[config.mk]
export PLATFORM = sky130hd
export DESIGN_NAME = cfg_frame_decoder
export DESIGN_NICKNAME = d
export VERILOG_FILES = /design/src/rtl/cfgdec_pkg.sv /design/src/rtl/cfgdec_shift.sv /design/src/rtl/cfgdec_decode.sv /design/src/rtl/cfgdec_shadow.sv /design/src/rtl/cfg_frame_decoder.sv
export SDC_FILE = /design/constraint.sdc
export NUM_CORES = 1
export LEC_CHECK = 0
export BUFFER_PORTS_ARGS = -buffer_cell sky130_fd_sc_hd__buf_2
export CAP_MARGIN = 20
export CORE_ASPECT_RATIO = 1.25
export CORE_MARGIN = 4
export CORE_UTILIZATION = 45
export CTS_BUF_LIST = sky130_fd_sc_hd__clkbuf_8
export CTS_CLUSTER_DIAMETER = 120
export DETAILED_ROUTE_END_ITERATION = 10
export GPL_TIMING_DRIVEN = 0
export HOLD_SLACK_MARGIN = 0.1
export PLACE_DENSITY = 0.62
export SYNTH_ARGS = -nofsm -noshare
export SYNTH_HDL_FRONTEND = slang
export SYNTH_SLANG_ARGS = --single-unit
[constraint.sdc]
create_clock -name clk -period 1.6 [get_ports clk]
set_input_delay 0.24 -clock clk [delete_from_list [all_inputs] [get_ports clk]]
set_output_delay 0.24 -clock clk [all_outputs]
set_load 0.02 [all_outputs]
[src/rtl/cfgdec_pkg.sv]
package cfgdec_pkg;
  localparam int NPORT = 5;      // router ports: N, E, S, W, local
  localparam int PORT_FW = 4;    // bits per port field

  typedef struct packed {
    logic             bypass;
    logic [NPORT-1:0] otc_mode;
    logic [NPORT-1:0] otc_sel;
    logic [NPORT-1:0] itc_mode;
    logic [NPORT-1:0] itc_sel;
  } cell_ctrl_t;
endpackage

[src/rtl/cfgdec_shift.sv]
module cfgdec_shift #(
  parameter int FRAME_W = 26,
  parameter int CHAIN_W = 2
) (
  input  logic               clk,
  input  logic               rst,
  input  logic               step,
  input  logic               consume,
  input  logic [CHAIN_W-1:0] din,
  output logic [CHAIN_W-1:0] dout,
  output logic [FRAME_W-1:0] window_next,
  output logic               last_step
);
  localparam int STEPS = FRAME_W / CHAIN_W;
  localparam int CNT_W = $clog2(STEPS);
  localparam logic [CNT_W-1:0] LAST = CNT_W'(STEPS - 1);

  logic [FRAME_W-1:0] window_q;
  logic [CNT_W-1:0]   cnt_q;

  assign window_next = {window_q[FRAME_W-CHAIN_W-1:0], din};
  assign dout        = window_q[FRAME_W-1 -: CHAIN_W];
  assign last_step   = (cnt_q == LAST);

  always_ff @(posedge clk) begin
    if (rst) begin
      window_q <= '0;
      cnt_q    <= '0;
    end else if (step) begin
      window_q <= consume ? '0 : window_next;
      cnt_q    <= last_step ? '0 : cnt_q + 1'b1;
    end
  end
endmodule

[src/rtl/cfgdec_decode.sv]
module cfgdec_decode
  import cfgdec_pkg::*;
#(
  parameter int          FRAME_W = 26,
  parameter int          EOF_W   = 2,
  parameter int          ID_W    = 3,
  parameter int unsigned WRAP_ID = 0
) (
  input  logic [FRAME_W-1:0] frame,
  output logic               hit,
  output cell_ctrl_t         ctrl
);
  localparam int BYP_POS = NPORT * PORT_FW;

  logic [EOF_W-1:0] eof_f;
  logic [ID_W-1:0]  id_f;
  logic             byp_f;
  cell_ctrl_t       raw;

  assign eof_f = frame[FRAME_W-1 -: EOF_W];
  assign id_f  = frame[FRAME_W-EOF_W-1 -: ID_W];
  assign byp_f = frame[BYP_POS];
  assign hit   = (eof_f != '0) && (id_f == ID_W'(WRAP_ID));

  for (genvar p = 0; p < NPORT; p++) begin : g_port
    logic [PORT_FW-1:0] fld;
    assign fld            = frame[p*PORT_FW +: PORT_FW];
    assign raw.otc_mode[p] = fld[3];
    assign raw.otc_sel[p]  = fld[3] & fld[2];
    assign raw.itc_mode[p] = fld[1];
    assign raw.itc_sel[p]  = fld[1] & fld[0];
  end
  assign raw.bypass = byp_f;

  always_comb begin
    ctrl = raw;
    if (byp_f) begin
      ctrl          = '0;
      ctrl.bypass   = 1'b1;
    end
  end
endmodule

[src/rtl/cfgdec_shadow.sv]
module cfgdec_shadow
  import cfgdec_pkg::*;
(
  input  logic       clk,
  input  logic       rst,
  input  logic       load,
  input  cell_ctrl_t ctrl_d,
  output cell_ctrl_t ctrl_q
);
  always_ff @(posedge clk) begin
    if (rst)       ctrl_q <= '0;
    else if (load) ctrl_q <= ctrl_d;
  end
endmodule

[src/rtl/cfg_frame_decoder.sv]
module cfg_frame_decoder
  import cfgdec_pkg::*;
#(
  parameter int unsigned WRAP_ID = 0,
  parameter int          ID_W    = 3,
  parameter int          EOF_W   = 2,
  parameter int          CHAIN_W = 2
) (
  input  logic               clk,
  input  logic               rst,
  input  logic               cfg_in_valid,
  output logic               cfg_in_ready,
  input  logic [CHAIN_W-1:0] cfg_in_data,
  output logic               cfg_out_valid,
  input  logic               cfg_out_ready,
  output logic [CHAIN_W-1:0] cfg_out_data,
  output logic [NPORT-1:0]   itc_mode,
  output logic [NPORT-1:0]   itc_sel,
  output logic [NPORT-1:0]   otc_mode,
  output logic [NPORT-1:0]   otc_sel,
  output logic               bypass_en
);
  localparam int FRAME_W = EOF_W + ID_W + 1 + NPORT * PORT_FW;

  logic               step;
  logic               last_step;
  logic               hit;
  logic               load;
  logic [FRAME_W-1:0] window_next;
  cell_ctrl_t         ctrl_dec;
  cell_ctrl_t         ctrl_q;

  assign cfg_in_ready  = cfg_out_ready & ~rst;
  assign cfg_out_valid = cfg_in_valid & ~rst;
  assign step          = cfg_in_valid & cfg_in_ready;
  assign load          = step & last_step & hit;

  cfgdec_shift #(.FRAME_W(FRAME_W), .CHAIN_W(CHAIN_W)) u_shift (
    .clk(clk), .rst(rst), .step(step), .consume(load), .din(cfg_in_data),
    .dout(cfg_out_data), .window_next(window_next), .last_step(last_step)
  );

  cfgdec_decode #(.FRAME_W(FRAME_W), .EOF_W(EOF_W), .ID_W(ID_W), .WRAP_ID(WRAP_ID)) u_dec (
    .frame(window_next), .hit(hit), .ctrl(ctrl_dec)
  );

  cfgdec_shadow u_shadow (
    .clk(clk), .rst(rst), .load(load), .ctrl_d(ctrl_dec), .ctrl_q(ctrl_q)
  );

  assign itc_mode  = ctrl_q.itc_mode;
  assign itc_sel   = ctrl_q.itc_sel;
  assign otc_mode  = ctrl_q.otc_mode;
  assign otc_sel   = ctrl_q.otc_sel;
  assign bypass_en = ctrl_q.bypass;
endmodule

==> results.md, run 1 <==
* Yosys warning total at 0
* Top-area cell type share of the netlist area at a little under half
* Area delta synth->final at 17.1%
* Die area at 0.00598 mm2
* Initial DRC count at ~110
* Post-CTS Hold Buffers at 0
* Met3 Usage GRT at between 4 and 5%
* R2R depth at 5
* Power Total at approximately 2.1 mW
* Clk pin slew, worst setup/hold paths at 0.09 ns
* Vias at 1702
* Run status: complete, no violations
* WHS Endpoint: u_shift.window_q[0]
* All-Layer GR Usage at 15.5%
* CTS tree: built
* Max-Cap Viols at 0
* Int Power at between 1.5 and 2 mW
* # rows at 27
* Worst-path fanout max at 7
* Comb power frac at under 10%
* Endpoints failing hold at 0
* Starting density of the core at a little under half
* Via/cell ratio at a little over 5
* Worst Setup Start Kind: register
* Measured slew at the worst slew-check pin at around 0.53 ns
* Min-Delay Path Class: in -> reg
* Vias in the first global route at roughly 1700
* Minimum clock period at roughly 1.6 ns
* Total CTS buffers at 5
* Sequential area share after synthesis at 47.2%
* Seq cells post-synth at 51
* Port Buffers at 30
* Clk network pwr share at between 30% and 40%
* First-pass DRT Iterations at 4
* Seq pwr share at between 60% and 70%
* Worst skew pair latency at approximately 0.30 ns
* Final core occ at 55.9%
* Mapped Cells at roughly 240
* Post-Syn Area at roughly 0.0022 mm2
* Worst EP arrival at between 1.5 and 2 ns
* First-pass GRT wire length at about 7.5 mm
* WL/cell at ~13 um
* Grt met1 use at between 10% and 20%
* RSZ-0062 raised after global routing: true
* Max Freq at between 600 and 700 MHz
* Fin. max-slew vios at 0
* Worst R2R Start: u_shift.window_q[21]
* Sink Count at between 50 and 60
* Final setup margin at around 0.0066 ns
* CP Capture Type: register
* Switching power total at around 490 uW
* Min-Delay Startpoint: cfg_in_data[0]
* Worst vdd ir at ~380 uV
* Switch share at between 20% and 30%
* ANT nets after route at 0
* Worst reg-to-reg setup slack at 0.007 ns
* Boundary Pins at 31
* Die Height at 85.5 um
* Clock root cell: clkbuf_8
* Longest Clk Path Bufs at 2
* Initial antenna violation count at 0
* H-tree depth at 2
* GRT Max-Usage Layer: met2
* GRT met2 Usage at about a quarter
* Diode count at 0
* Setup Skew at 0.00307 ns
* Mean Syn Cell Area at 9.16 um2
* Overflow after GRT at 0
* Cells on Worst Hold Path at 3
* Area contributors post-synth: dfxtp_1, mux2i_1, nand3b_1, nand2_1, nand2b_1
* Die W at between 60 and 70 um
* HPWL after detailed placement at between 3 and 4 mm
* Largest net degree at the start of global routing at 16
* Fin crit share at 99.6%
* Syn nets at ~240
* Max_slew headroom at between 60% and 70%
* Nets@finish at between 200 and 300
* Final setup viols at 0
* Placement Setup Slack at -0.0157 ns
* Setup CP Type: reg -> reg
* Post-synth top area cell: dfxtp_1
* Routability cong. at 0.754
* Share of cells above drive strength 1 at roughly a fifth
* P per Cell Area at around 830 mW/mm2
* # DRC at 0
* Worst EP required at approximately 1.8 ns
* Final WL at ~4.5 mm
* R2r endpoint: u_shadow.ctrl_q[6]
* Core area at 0.00453 mm2
* Distinct cells, synth at 25
* Static Leakage at between 0.9 and 1 nW
## layout by cell type, fill, tap and decap left out
cell type,count
a311oi_1,1
a21oi_1,26
buf_6,1
and3b_1,1
nand2b_1,23
nand2_1,40
nor4_4,1
ha_1,2
xor2_1,1
nor2b_1,2
clkbuf_2,1
nor2_1,4
a41oi_1,1
buf_2,35
clkbuf_16,1
buf_4,4
mux2i_1,21
clkinv_2,3
nor3_1,2
nand3_1,11
buf_12,2
or3_4,1
xnor2_1,1
nand4b_1,1
dfxtp_2,3
nand3b_1,24
o31ai_1,1
inv_1,2
clkbuf_1,8
dfxtp_1,48
clkbuf_8,5
## synth_stat cells
master    count
or3_1         1
nand3b_1     24
o31ai_1       1
xnor2_1       1
buf_4         3
nor2_1        4
xor2_1        1
a41oi_1       1
a21oi_1      26
inv_1         2
and3b_1       1
a311oi_1      1
nand2b_1     23
mux2i_1      21
nor3_1        2
ha_1          2
nor2b_1       2
buf_2         5
buf_12        2
nand4b_1      1
clkbuf_1      9
nand3_1      11
dfxtp_1      51
nor4_2        1
nand2_1      40
## critical path, cell delays in order, from the launching register on
cell and delay, ns:
dfxtp_2 0.34, or3_4 0.39, nor4_4 0.27, buf_6 0.19, clkbuf_16 0.16, mux2i_1 0.17
## layer usage
| metal | vias up | share of wire, % | routed length, um |
|---|---|---|---|
| met4 | 0 | 1.7 | 76 |
| met3 | 6 | 5.4 | 243 |
| met1 | 785 | 48 | 2160 |
| met2 | 39 | 45 | 2020 |
| met5 | - | 0 | 0 |
| li1 | 872 | - | - |
## power by group through the flow
| stage | clock network [mW] | registers, mW | logic, mW |
|---|---|---|---|
| after global placement | 0 | 1.31 | 0.107 |
| final | 0.723 | 1.28 | 0.106 |
| after detailed placement | 0 | 1.31 | 0.107 |
| after global routing | 0.792 | 1.28 | 0.118 |
| after floorplan | 0 | 1.31 | 0.0723 |
| after CTS | 0.750 | 1.28 | 0.107 |
## metrics by stage
step                      area, um2  setup TNS [ns]  hold slack (ns)  cells
after floorplan                2160               0            0.375    236
after global placement         2380         -0.0225            0.450    324
after detailed placement       2380         -0.0513            0.455    324
after CTS                      2480               0            0.173    334
after global routing           2530          -0.396            0.172    335
final                          2530               0            0.180    335
## area by class of cell
class / count / area (um2)
buffer: 19 / 126
clock buffer: 5 / 68.8
clock inverter: 3 / 15.0
fill: 455 / 2000
inverter: 2 / 7.51
multi-input combinational: 164 / 1020
sequential: 51 / 1020
tap: 58 / 72.6
timing repair buffer: 33 / 190
## worst max path at each step
stage	from	endpoint	slack (ns)	cells after the start
final	u_shift.window_q[21]	u_shadow.ctrl_q[6]	0.007	5
after global routing	u_shift.window_q[21]	u_shadow.ctrl_q[5]	-0.04	5
after CTS	u_shift.cnt_q[1]	u_shadow.ctrl_q[6]	0.003	7
after detailed placement	u_shift.cnt_q[1]	u_shadow.ctrl_q[6]	-0.02	7
after global placement	u_shift.cnt_q[0]	u_shadow.ctrl_q[13]	-0.009	7
after floorplan	u_shift.cnt_q[0]	u_shadow.ctrl_q[0]	0.14	7
## state kept, by name, indices dropped and copies added, names as in the netlist
register / cells
u_shadow.ctrl_q: 21
u_shift.window_q: 26
u_shift.cnt_q: 4
## cells by family after synthesis
kind of cell    synth area share [%]
fa+ha+maj                       1.16
compound gates                  7.18
xor+xnor                       0.811
mux                             9.73
simple gates                    27.9
flops                           47.2
buf+inv                         5.96
## repair_timing
action                     4_1_cts  5_1_grt
setup buffers                    2        0
gates cloned                     0        1
pin swaps                        0        2
resized for setup                1        7
setup endpoints to repair       17       43
(Power assumes the default switching activity.)
==> run 2: changes to the inputs <==
Settings changed: ABC_AREA from default to 1.
==> results.md, run 2 <==
* Worst-path cell chain: inv_1, ha_1, nand3_2, nor2_4, buf_12, buf_6, nand3_1, a21oi_1
* Post-synth top area cell: dfxtp_1
* Commonest cells in the netlist: nand2_1, inv_1, dfxtp_1
* Core area at 0.00476 mm2 (+5.3%)
* Longest Clk Path Bufs at 2 (unchanged)
* Final setup viols at 0 (unchanged)
* Fillers at 501 (+10%)
* Worst EP arrival at 1.69 ns (-0.14 ns)
* Minimum clock period at 1.46 ns (-0.132 ns)
* Largest reg by FF count: u_shift.window_q
* Most common cell after layout, fill and taps aside: nand2_1
* CTS tree: built
* Worst vdd ir at 565 uV (+50%)
* # DRC at 0 (unchanged)
* FF+latch area at 0.00102 mm2 (-0.12%)
* GRT met2 Usage at 30.1% (+4.9 points)
* CP max-delay cell: dfxtp_2
* Cells on Worst Hold Path at 2 (-1)
* Diode count at 0 (unchanged)
* FFs w/ async S/R, synth at 0% (unchanged)
* Met3 Usage GRT at 3.60% (-0.43 points)
* Setup Skew at 0.00930 ns (+0.00624 ns)
* Area delta synth->final at 15.8%
* Setup CP Type: reg -> reg
* Yosys warning total at 0 (unchanged)
* Mapped Cells at 311 (+32%)
* CP peak stage delay at 0.35 ns (-0.04 ns)
* H-tree depth at 2 (unchanged)
* Worst skew pair latency at 0.30 ns (about the same)
* Worst-path fanout max at 10 (+3)
* Non-Filler Instances at 411 (+23%)
* Distinct cells, synth at 20 (-20%)
* Port Buffers at 30 (unchanged)
* Initial antenna violation count at 0 (unchanged)
* Worst EP required at 1.83 ns (about the same)
* Share of cells above drive strength 1 at 16.8% (-3.8 points)
* # rows at 28 (+3.7%)
* First-pass DRT Iterations at 4 (unchanged)
* Max Freq at 684 MHz (+9.0%)
* Nets@finish at 358 (+26%)
* Cells after DPL at 401 (+24%)
* First-pass GRT wire length at 8.84 mm (+18%)
* Placement Setup Slack at -0.0378 ns (-0.0221 ns)
* RSZ-0062 raised after global routing: false
* Boundary Pins at 31 (unchanged)
* Fin. max-slew vios at 0 (unchanged)
* Post-synth EDFFs at 0 (unchanged)
* Measured slew at the worst slew-check pin at 0.527 ns (-0.00605 ns)
* Final setup margin at 0.139 ns (+0.132 ns)
* Area contributors post-synth: dfxtp_1, nand3_1, nand2_1, inv_1, o21ai_0
* Footprint of the multi-input gates at 906 um2 (-12%)
* P per Cell Area at 820 mW/mm2 (-1.7%)
* Vias at 1989 (+17%)
* Die Height at 86.5 um (+1.3%)
* WL/cell at 12.2 um (-8.8%)
* Die area at 0.00613 mm2 (+2.5%)
* Seq cells post-synth at 51 (unchanged)
* Grt met1 use at 23.0% (+3.3 points)
* All-Layer GR Usage at 18.0% (+2.5 points)
* Synth Flop Type: dfxtp_1
* Sink Count at 51 (unchanged)
* CP Capture Type: register
* Mean Syn Cell Area at 7.14 um2 (-22%)
* Via/cell ratio at 4.84 (-4.7%)
* Max-Cap Viols at 0 (unchanged)
* Max reg flops at 26 (unchanged)
* Total CTS buffers at 5 (unchanged)
* GRT Max-Usage Layer: met2
* Overflow after GRT at 0 (unchanged)
* Starting density of the core at 46.6% (-1.1 points)
* Endpoints failing hold at 0 (unchanged)
* Regs by FF count: u_shift.window_q: 26 flops, u_shadow.ctrl_q: 21 flops, u_shift.cnt_q: 4 flops
* HPWL after detailed placement at 3.60 mm (+16%)
* Clock root cell: clkbuf_8
* Final WL at 5.03 mm (+12%)
* Count leader, synth: nand2_1
* Static Leakage at 1.22 nW (+31%)
* Run status: complete, no violations
* Sequential area share after synthesis at 46.0% (-1.3 points)
* Initial DRC count at 100 (-8.3%)
* Commonest non-fill, non-tap cells in the layout: nand2_1, inv_1, dfxtp_1, nand3_1, buf_2
* Die W at 70.8 um (+1.2%)
* Max_slew headroom at 64.9% (+0.40 points)
* Syn nets at 319 (+31%)
* Final core occ at 54.0% (-1.9 points)
* R2R depth at 8 (+3)
* Vias in the first global route at 1957 (+18%)
* Post-Syn Area at 0.00222 mm2 (+2.8%)
* Min-Delay Path Class: in -> reg
* Top-area cell type share of the netlist area at 46.0% (-1.3 points)
* ANT nets after route at 0 (unchanged)
* Routability cong. at 0.803 (+6.4%)
* Worst Setup Start Kind: register
* Clk pin slew, worst setup/hold paths at 0.09 ns (about the same)
* Fin crit share at 91.3% (-8.2 points)
* Largest net degree at the start of global routing at 16 (unchanged)
==> run 2: changes by cell type in the layout (fill, tap and decap cells not counted), sizes merged, moves of 6 or more <==
cell,previous run,this run
nand3,11,49
inv,2,53
nand2b,23,0
nand3b,24,0
mux2i,21,0
nor2,4,28
nand2,40,56
o21ai,0,29
a21oi,26,20
==> run 2: cell type report <==
type | instances | area share (%)
repair buffers | 32 | 6.91
inverters | 53 | 7.74
clock inverters | 3 | 0.584
multi-input cells | 188 | 35.2
clock buffers | 5 | 2.68
flip-flops and latches | 51 | 39.8
well taps | 60 | 2.92
plain buffers | 19 | 4.14
==> run 2: worst paths after layout <==
path                       from  slack, ns                   end
max            u_shift.cnt_q[0]       0.14    u_shadow.ctrl_q[2]
min                         rst       0.17  u_shift.window_q[22]
max reg2reg    u_shift.cnt_q[0]       0.14    u_shadow.ctrl_q[2]
min reg2reg  u_shadow.ctrl_q[3]       0.46    u_shadow.ctrl_q[3]
==> run 2: logic make-up after synthesis <==
logic type	share of synthesized area [%]
and+or+nand+nor	26.8
adders and majority gates	1.13
AOI/OAI and AO/OA	12.1
buffers and inverters	13.6
xor gates and xnor gates	0.394
DFF	46.0
==> run 2: worst max-delay path, delay by kind of cell, from the launching register on <==
family                   cells  cell delay (ns)
AO/OA/AOI/OAI                1             0.14
flip-flops                   1             0.35
buffers and inverters        3             0.33
adder cells (fa/ha/maj)      1             0.16
AND/OR/NAND/NOR              3             0.42
==> run 2: power by group <==
part | switching (mW) | internal [mW] | total (mW) | leakage [nW]
clock network | 0.409 | 0.300 | 0.709 | 0.0477
logic | 0.0826 | 0.0323 | 0.115 | 0.755
registers | 0.00661 | 1.28 | 1.29 | 0.412
==> run 2: timing repair <==
item | in CTS | in global routing
gates resized for setup | 0 | 6
hold buffers | 0 | 0
setup endpoints to repair | 20 | 13
hold endpoints to repair | 0 | 0
pin swaps | 1 | 2
cloned | 0 | 0
buffers inserted | 2 | 0
==> run 2: through the flow <==
step	hold slack (ns)	cell area [um2]	total power [mW]	TNS (ns)
final	0.171	2570	2.11	0
after global routing	0.183	2570	2.22	0
after CTS	0.171	2560	2.13	0
after detailed placement	0.450	2450	1.43	-0.258
after global placement	0.447	2450	1.43	-0.202
after floorplan	0.318	2220	1.39	0
==> run 2: layer usage <==
layer | vias to the layer above | routed length, um
met5 | - | 0
met4 | 0 | 103
met3 | 9 | 156
met2 | 32 | 2340
met1 | 896 | 2430
li1 | 1052 | -
